## config.mk

```make
export PLATFORM = sky130hd
export DESIGN_NAME = idle_lock_descrambler
export DESIGN_NICKNAME = d
export VERILOG_FILES = /design/src/rtl/dsc_pkg.sv /design/src/rtl/dsc_slot_unpack.sv /design/src/rtl/dsc_bit_step.sv /design/src/rtl/idle_lock_descrambler.sv
export SDC_FILE = /design/constraint.sdc
export NUM_CORES = 1
export LEC_CHECK = 0
export BUFFER_PORTS_ARGS = -buffer_cell sky130_fd_sc_hd__buf_2
export CAP_MARGIN = 20
export CORE_MARGIN = 3
export CORE_UTILIZATION = 37
export DETAILED_ROUTE_END_ITERATION = 12
export PLACE_DENSITY = 0.61
export SLEW_MARGIN = 25
export SYNTH_ARGS = -nofsm -noshare
export SYNTH_HDL_FRONTEND = slang
export SYNTH_SLANG_ARGS = --single-unit
```

## constraint.sdc

```tcl
create_clock -name clk -period 7.35 [get_ports clk]
set_input_delay 0.3675 -clock clk [delete_from_list [all_inputs] [get_ports clk]]
set_output_delay 0.3675 -clock clk [all_outputs]
set_load 0.05 [all_outputs]
```

## src/rtl/dsc_pkg.sv

```systemverilog
package dsc_pkg;

  // Keystream generator: x^11 + x^9 + 1. State bit 0 holds the newest bit.
  localparam int unsigned KS_LEN      = 11;
  localparam int unsigned KS_TAP_FAR  = 10;  // k[n-11]
  localparam int unsigned KS_TAP_NEAR = 8;   // k[n-9]

  // Lanes per clock on the bit interface.
  localparam int unsigned LANES = 2;

  typedef enum logic [1:0] {
    VC_NONE  = 2'b00,
    VC_ONE   = 2'b01,
    VC_TWO   = 2'b10,
    VC_TWO_B = 2'b11
  } vld_code_e;

  function automatic logic ks_predict(input logic [KS_LEN-1:0] st);
    return st[KS_TAP_FAR] ^ st[KS_TAP_NEAR];
  endfunction

endpackage

```

## src/rtl/dsc_slot_unpack.sv

```systemverilog
module dsc_slot_unpack
  import dsc_pkg::*;
(
  input  logic [LANES-1:0] bits_i,
  input  logic [1:0]       vld_i,
  output logic [LANES-1:0] slot_en_o,   // slot 0 = older, processed first
  output logic [LANES-1:0] slot_bit_o
);

  always_comb begin
    slot_bit_o = bits_i;
    unique case (vld_code_e'(vld_i))
      VC_NONE:          slot_en_o = 2'b00;
      VC_ONE:           slot_en_o = 2'b10;
      VC_TWO, VC_TWO_B: slot_en_o = 2'b11;
      default:          slot_en_o = 2'b00;
    endcase
  end

endmodule

```

## src/rtl/dsc_bit_step.sv

```systemverilog
module dsc_bit_step
  import dsc_pkg::*;
#(
  parameter int unsigned LOCK_RUN     = 29,
  parameter int unsigned TIMEOUT_BITS = 36000,
  parameter int unsigned MATCH_W      = $clog2(LOCK_RUN + 1),
  parameter int unsigned SINCE_W      = $clog2(TIMEOUT_BITS + 1)
) (
  input  logic               en_i,
  input  logic               bit_i,
  input  logic [KS_LEN-1:0]  ks_i,
  input  logic               locked_i,
  input  logic [MATCH_W-1:0] match_i,
  input  logic [MATCH_W-1:0] run_i,
  input  logic [SINCE_W-1:0] since_i,
  output logic [KS_LEN-1:0]  ks_o,
  output logic               locked_o,
  output logic [MATCH_W-1:0] match_o,
  output logic [MATCH_W-1:0] run_o,
  output logic [SINCE_W-1:0] since_o,
  output logic               plain_o
);

  localparam logic [MATCH_W:0] MATCH_LIM = (MATCH_W+1)'(LOCK_RUN);
  localparam logic [MATCH_W:0] RUN_LAST  = (MATCH_W+1)'(LOCK_RUN - 1);
  localparam logic [SINCE_W:0] SINCE_LIM = (SINCE_W+1)'(TIMEOUT_BITS);

  logic             pred;
  logic             inv_rx;
  logic [MATCH_W:0] match_inc;
  logic [MATCH_W:0] run_ext;
  logic [SINCE_W:0] since_inc;
  logic             idle_hit;

  always_comb begin
    pred      = ks_predict(ks_i);
    inv_rx    = ~bit_i;
    match_inc = {1'b0, match_i} + 1'b1;
    run_ext   = {1'b0, run_i};
    since_inc = {1'b0, since_i} + 1'b1;
    idle_hit  = 1'b0;

    ks_o     = ks_i;
    locked_o = locked_i;
    match_o  = match_i;
    run_o    = run_i;
    since_o  = since_i;
    plain_o  = 1'b0;

    if (en_i) begin
      plain_o = bit_i ^ pred;
      if (locked_i) begin
        ks_o     = {ks_i[KS_LEN-2:0], pred};
        idle_hit = plain_o && (run_ext >= RUN_LAST);
        if (!plain_o)      run_o = '0;
        else if (!idle_hit) run_o = run_i + 1'b1;
        if (idle_hit) begin
          since_o = '0;
        end else if (since_inc == SINCE_LIM) begin
          locked_o = 1'b0;
          match_o  = '0;
          run_o    = '0;
          since_o  = '0;
        end else begin
          since_o = since_inc[SINCE_W-1:0];
        end
      end else begin
        ks_o = {ks_i[KS_LEN-2:0], inv_rx};
        if (pred == inv_rx) begin
          if (match_inc == MATCH_LIM) begin
            locked_o = 1'b1;
            match_o  = '0;
            run_o    = '0;
            since_o  = '0;
          end else begin
            match_o = match_inc[MATCH_W-1:0];
          end
        end else begin
          match_o = '0;
        end
      end
    end
  end

endmodule

```

## src/rtl/idle_lock_descrambler.sv

```systemverilog
module idle_lock_descrambler
  import dsc_pkg::*;
#(
  parameter int unsigned LOCK_RUN      = 29,
  parameter int unsigned TIMEOUT_BYTES = 4500
) (
  input  logic       clk,
  input  logic       rst,
  input  logic [1:0] rx_bits,
  input  logic [1:0] rx_vld,
  output logic [1:0] plain_bits,
  output logic [1:0] plain_vld,
  output logic       locked
);

  localparam int unsigned TIMEOUT_BITS = TIMEOUT_BYTES * 8;
  localparam int unsigned MATCH_W      = $clog2(LOCK_RUN + 1);
  localparam int unsigned SINCE_W      = $clog2(TIMEOUT_BITS + 1);

  // Registered state
  logic [KS_LEN-1:0]  ks_q;
  logic               lock_q;
  logic [MATCH_W-1:0] match_q;
  logic [MATCH_W-1:0] run_q;
  logic [SINCE_W-1:0] since_q;

  logic [LANES-1:0] slot_en;
  logic [LANES-1:0] slot_bit;
  logic [LANES-1:0] slot_plain;

  // Chain links: index 0 is the registered state, index LANES the next state.
  logic [KS_LEN-1:0]  ch_ks    [0:LANES];
  logic               ch_lock  [0:LANES];
  logic [MATCH_W-1:0] ch_match [0:LANES];
  logic [MATCH_W-1:0] ch_run   [0:LANES];
  logic [SINCE_W-1:0] ch_since [0:LANES];

  dsc_slot_unpack u_unpack (
    .bits_i     (rx_bits),
    .vld_i      (rx_vld),
    .slot_en_o  (slot_en),
    .slot_bit_o (slot_bit)
  );

  assign ch_ks[0]    = ks_q;
  assign ch_lock[0]  = lock_q;
  assign ch_match[0] = match_q;
  assign ch_run[0]   = run_q;
  assign ch_since[0] = since_q;

  for (genvar g = 0; g < LANES; g++) begin : g_slot
    dsc_bit_step #(
      .LOCK_RUN     (LOCK_RUN),
      .TIMEOUT_BITS (TIMEOUT_BITS),
      .MATCH_W      (MATCH_W),
      .SINCE_W      (SINCE_W)
    ) u_step (
      .en_i     (slot_en[g]),
      .bit_i    (slot_bit[g]),
      .ks_i     (ch_ks[g]),
      .locked_i (ch_lock[g]),
      .match_i  (ch_match[g]),
      .run_i    (ch_run[g]),
      .since_i  (ch_since[g]),
      .ks_o     (ch_ks[g+1]),
      .locked_o (ch_lock[g+1]),
      .match_o  (ch_match[g+1]),
      .run_o    (ch_run[g+1]),
      .since_o  (ch_since[g+1]),
      .plain_o  (slot_plain[g])
    );
  end

  always_ff @(posedge clk) begin
    if (rst) begin
      ks_q       <= '0;
      lock_q     <= 1'b0;
      match_q    <= '0;
      run_q      <= '0;
      since_q    <= '0;
      plain_bits <= '0;
      plain_vld  <= '0;
    end else begin
      ks_q       <= ch_ks[LANES];
      lock_q     <= ch_lock[LANES];
      match_q    <= ch_match[LANES];
      run_q      <= ch_run[LANES];
      since_q    <= ch_since[LANES];
      plain_bits <= slot_plain & slot_en;
      plain_vld  <= rx_vld;
    end
  end

  assign locked = lock_q;

  // Output valid follows input valid by one clock.
  assert_valid_echo_R2: assert property (@(posedge clk) disable iff (rst)
    1'b1 |=> (plain_vld == $past(rx_vld)));

  // Empty positions read zero.
  assert_empty_zero_R2: assert property (@(posedge clk) disable iff (rst)
    (plain_vld == 2'b00) |-> (plain_bits == 2'b00));

  // Match count stays below the lock threshold while hunting.
  assert_match_bound_R3: assert property (@(posedge clk) disable iff (rst)
    !lock_q |-> (match_q < MATCH_W'(LOCK_RUN)));

  // Distance counter never reaches the limit while locked.
  assert_since_bound_R6: assert property (@(posedge clk) disable iff (rst)
    lock_q |-> (since_q < SINCE_W'(TIMEOUT_BITS)));

  // A lock drop leaves at most one fresh match behind (newer lane).
  assert_drop_clears_R6: assert property (@(posedge clk) disable iff (rst)
    $fell(lock_q) |-> (match_q <= MATCH_W'(1)));

  // Empty cycles freeze the state.
  assert_hold_empty_R8: assert property (@(posedge clk) disable iff (rst)
    (rx_vld == 2'b00) |=> ($stable(ks_q) && $stable(lock_q) && $stable(since_q)));

endmodule

```

==> reports/metrics.cfg <==
[route]
num_vias = 4256
firstDrtPassIters = 6
wl_um = 12610
avgViaCountPerCell = 6.333
drc_errors = 0
post_drt_wl_per_cell_um = 18.77
drt_iter0_markers = 427
ant_nets = 0

[worst_setup_path]
end_kind = register
critical_path_arrival_ps = 5500
start_kind = register
crit_slowest_cell = or4_4
worst_path_largest_cell_delay_ps = 710
cp_common_cell = nand4_1
crit_family = simple AND/OR/NAND/NOR gates
cp_num_buf_inv = 0
crit_type = register to register
path_cells = nand4_1 -> or4_4 -> a211oi_4 -> nand4_1 -> nand2_1 -> o21ai_0 -> ha_1 -> nand3b_1 -> a2bb2oi_1 -> nor2_1 -> nand4_1 -> nor3_1 -> o221a_1 -> a31oi_4 -> nand2_2 -> o31ai_1
worstPathMaxFanout = 18
critPathRequiredTime_ps = 7540

[yosys]
synth_compound_area_share_pct = 33.99
yosys_warnings = 0
syn_nets = 563
synth_ff_type = dfxtp_1
synth_adder_area_share_pct = 2.979
synth_mux_area_share_pct = 3.098
async_reset_ff_share_pct = 0
synth_edf_count = 0
yosys.cell_types.count = 93
synthSimpleGateAreaFrac_pct = 30.18
synth.ff_latch_count = 42
syn_area_per_cell_um2 = 7.679
syn_inst = 547
synth_top_family_by_area = compound AO/OA/AOI/OAI gates
syn_area_um2 = 4200
synth_seq_area_share_pct = 20.02
synth_xor_area_share_pct = 4.736

[placement]
dpl-instance-area_um2 = 4275
dp_slack_ps = 2192
gp_congestion = 0.9261
port_buffers = 10
dp.cells = 664
hpwl_um = 9373

[timing]
tightestPinTransition_ps = 1045
fmax_mhz = 188.0
postLayoutSetupSlackWorst_ps = 2031
grt_setup_unrepaired = no
period_needed_ps = 5319
slew_headroom_pct = 30.04
finalHoldViolations = 0
report.final.setup_viol = 0
finalSetupTns_ps = 0
period_share_pct = 72.36
clock_skew_ps = 2.464
maxSlewViolCount = 0

[finish]
finalNetCount = 547
area_growth_pct = 5.273
utilization_pct = 40.26
fillerInstances = 1136
fin_area_um2 = 4422
final_cells = 672
antenna_cells = 0
drive_above_1_share_pct = 13.16
layout.area.seq_um2 = 840.8
multi_input_area_um2 = 3149

[floorplan]
ioPinCount = 11
dieArea_um2 = 12670
die_w_um = 112.5
fp-row-count = 38
core_area_um2 = 10980
die_height_um = 112.5
initial_core_util_pct = 38.24

[power_and_ir_drop]
power.density_nw_per_um2 = 122.2
p_seq_share_pct = 45.2
power_frac_comb_pct = 13.6
vdd_drop_max_v = 0.0001399
p_sw_share_pct = 28.90
intPower_w = 0.0003842
pwr-share-clk_pct = 41.1
switching_power_w = 0.0001561
p_leak_nw = 1.495

[clock_network]
cts_hold_buf = 0
numCtsBuffers = 5
cts_root_buffer = clkbuf_16
cts_buffer_depth = 2
path_clk_slew_ps = 60
clock-sinks = 42
cts-resized-gates = 0
cts_setup_buffers = 0
tritoncts = built
clk_latency_ps = 290
htreeDepth = 2

[global_route]
grtUsageTotal_pct = 19.78
grt-ovfl-total = 0
grt_max_degree = 41
grt_pass1_wl_um = 20540
antenna_found_initial = 0
grt_pass1_vias = 3906

[run]
maxCapViolCount = 0

[outcome]
outcome = completed

[worst_hold_path]
hp-class = register to register

-- final timing paths --
kind / start / end / slack (ps) / cells after the start
hold / removal: ks_q[4] / ks_q[6] / 520 / 2
setup / recovery: since_q[3] / since_q[2] / 2030 / 16
setup reg to reg: since_q[3] / since_q[2] / 2030 / 16
hold reg to reg: ks_q[4] / ks_q[6] / 520 / 2
-- flip-flops by register name, summed over array words and instances, names as in the netlist --
| signal | flops |
|---|---|
| match_q | 5 |
| locked | 1 |
| plain_bits | 2 |
| since_q | 16 |
| run_q | 5 |
| plain_vld | 2 |
| ks_q | 11 |
-- metrics by stage --
stage          hold WS [ps]  total power (W)
6_report              517.0        0.0005404
5_1_grt               525.4        0.0005645
4_1_cts               515.2        0.0005430
3_5_place_dp          509.9        0.0003217
3_3_place_gp          496.3        0.0003210
2_1_floorplan         475.6        0.0003040
-- cells in the mapped netlist, types with 4 or more instances --
cell type,instances,area (um^2)
o31a_1,4,35.03
or3_1,6,37.54
nand3_1,18,90.09
nand3b_1,4,30.03
xor2_1,7,61.31
o22ai_1,4,25.02
nand2_1,46,172.7
o211ai_1,5,37.54
nand4_1,16,100.1
o21ai_0,24,120.1
buf_4,4,30.03
ha_1,10,125.1
inv_1,14,52.55
mux2i_1,13,130.1
nand2b_1,6,37.54
a211oi_1,5,37.54
and2_1,12,75.07
or2_2,4,25.02
a31oi_1,12,75.07
clkbuf_1,19,71.32
o21ai_1,8,40.04
nor2b_1,5,31.28
dfxtp_1,42,840.8
o41ai_1,5,43.79
nor3_1,20,100.1
o221ai_1,5,43.79
buf_2,6,30.03
buf_1,4,15.01
a22oi_1,7,52.55
xnor2_1,11,96.34
a21oi_1,31,155.2
nor2_1,64,240.2
and3_1,9,56.30
nor4_1,6,37.54
a32o_1,7,70.07
-- power by group through the flow --
stage | clock network (W) | registers [W] | logic, W
after floorplan | 0 | 0.000248 | 0.0000562
after global placement | 0 | 0.000249 | 0.0000718
after detailed placement | 0 | 0.000249 | 0.0000725
after CTS | 0.000226 | 0.000244 | 0.0000728
after global routing | 0.000238 | 0.000246 | 0.0000809
final | 0.000222 | 0.000244 | 0.0000736
-- layout by cell type (no fill, tap or decap), types with 6 or more instances in the layout --
cell type,netlist,final
nor4_1,6,6
a31oi_1,12,12
nor2_1,64,64
xor2_1,7,7
ha_1,10,10
a22oi_1,7,7
dfxtp_1,42,42
and3_1,9,9
a32o_1,7,7
buf_2,6,10
inv_1,14,14
mux2i_1,13,13
a21oi_1,31,31
nand3_1,18,18
xnor2_1,11,11
nor3_1,20,20
nand2_1,46,46
o21ai_1,8,8
nand2b_1,6,6
or3_1,6,6
o21ai_0,24,24
nand4_1,16,16
and2_1,12,12
-- layout make-up --
type                    count  area share [%]
clock buffers               5           2.830
well taps                 140           3.962
multi-input cells         457           71.22
repair buffers             11           1.302
clock inverters             3          0.4810
flip-flops and latches     42           19.02
inverters                  14           1.188
-- cell families after synthesis --
family	after synthesis
compound gates	178
simple gates	236
mux	13
xor+xnor	20
buf+inv	48
fa+ha+maj	10
flops	42
-- routing by layer --
| metal | GRT usage, % | wire, um |
|---|---|---|
| met3 | 2.857 | 855 |
| met1 | 27.80 | 5819 |
| met4 | 4.968 | 189 |
| met2 | 31.87 | 5747 |
| met5 | 0 | 0 |
-- tightest hold or removal path: stages, from the launching register on --
cell and delay [ps]:
dfxtp_1 350, a21oi_1 70, nor2_1 70
(Power assumes the default switching activity.)
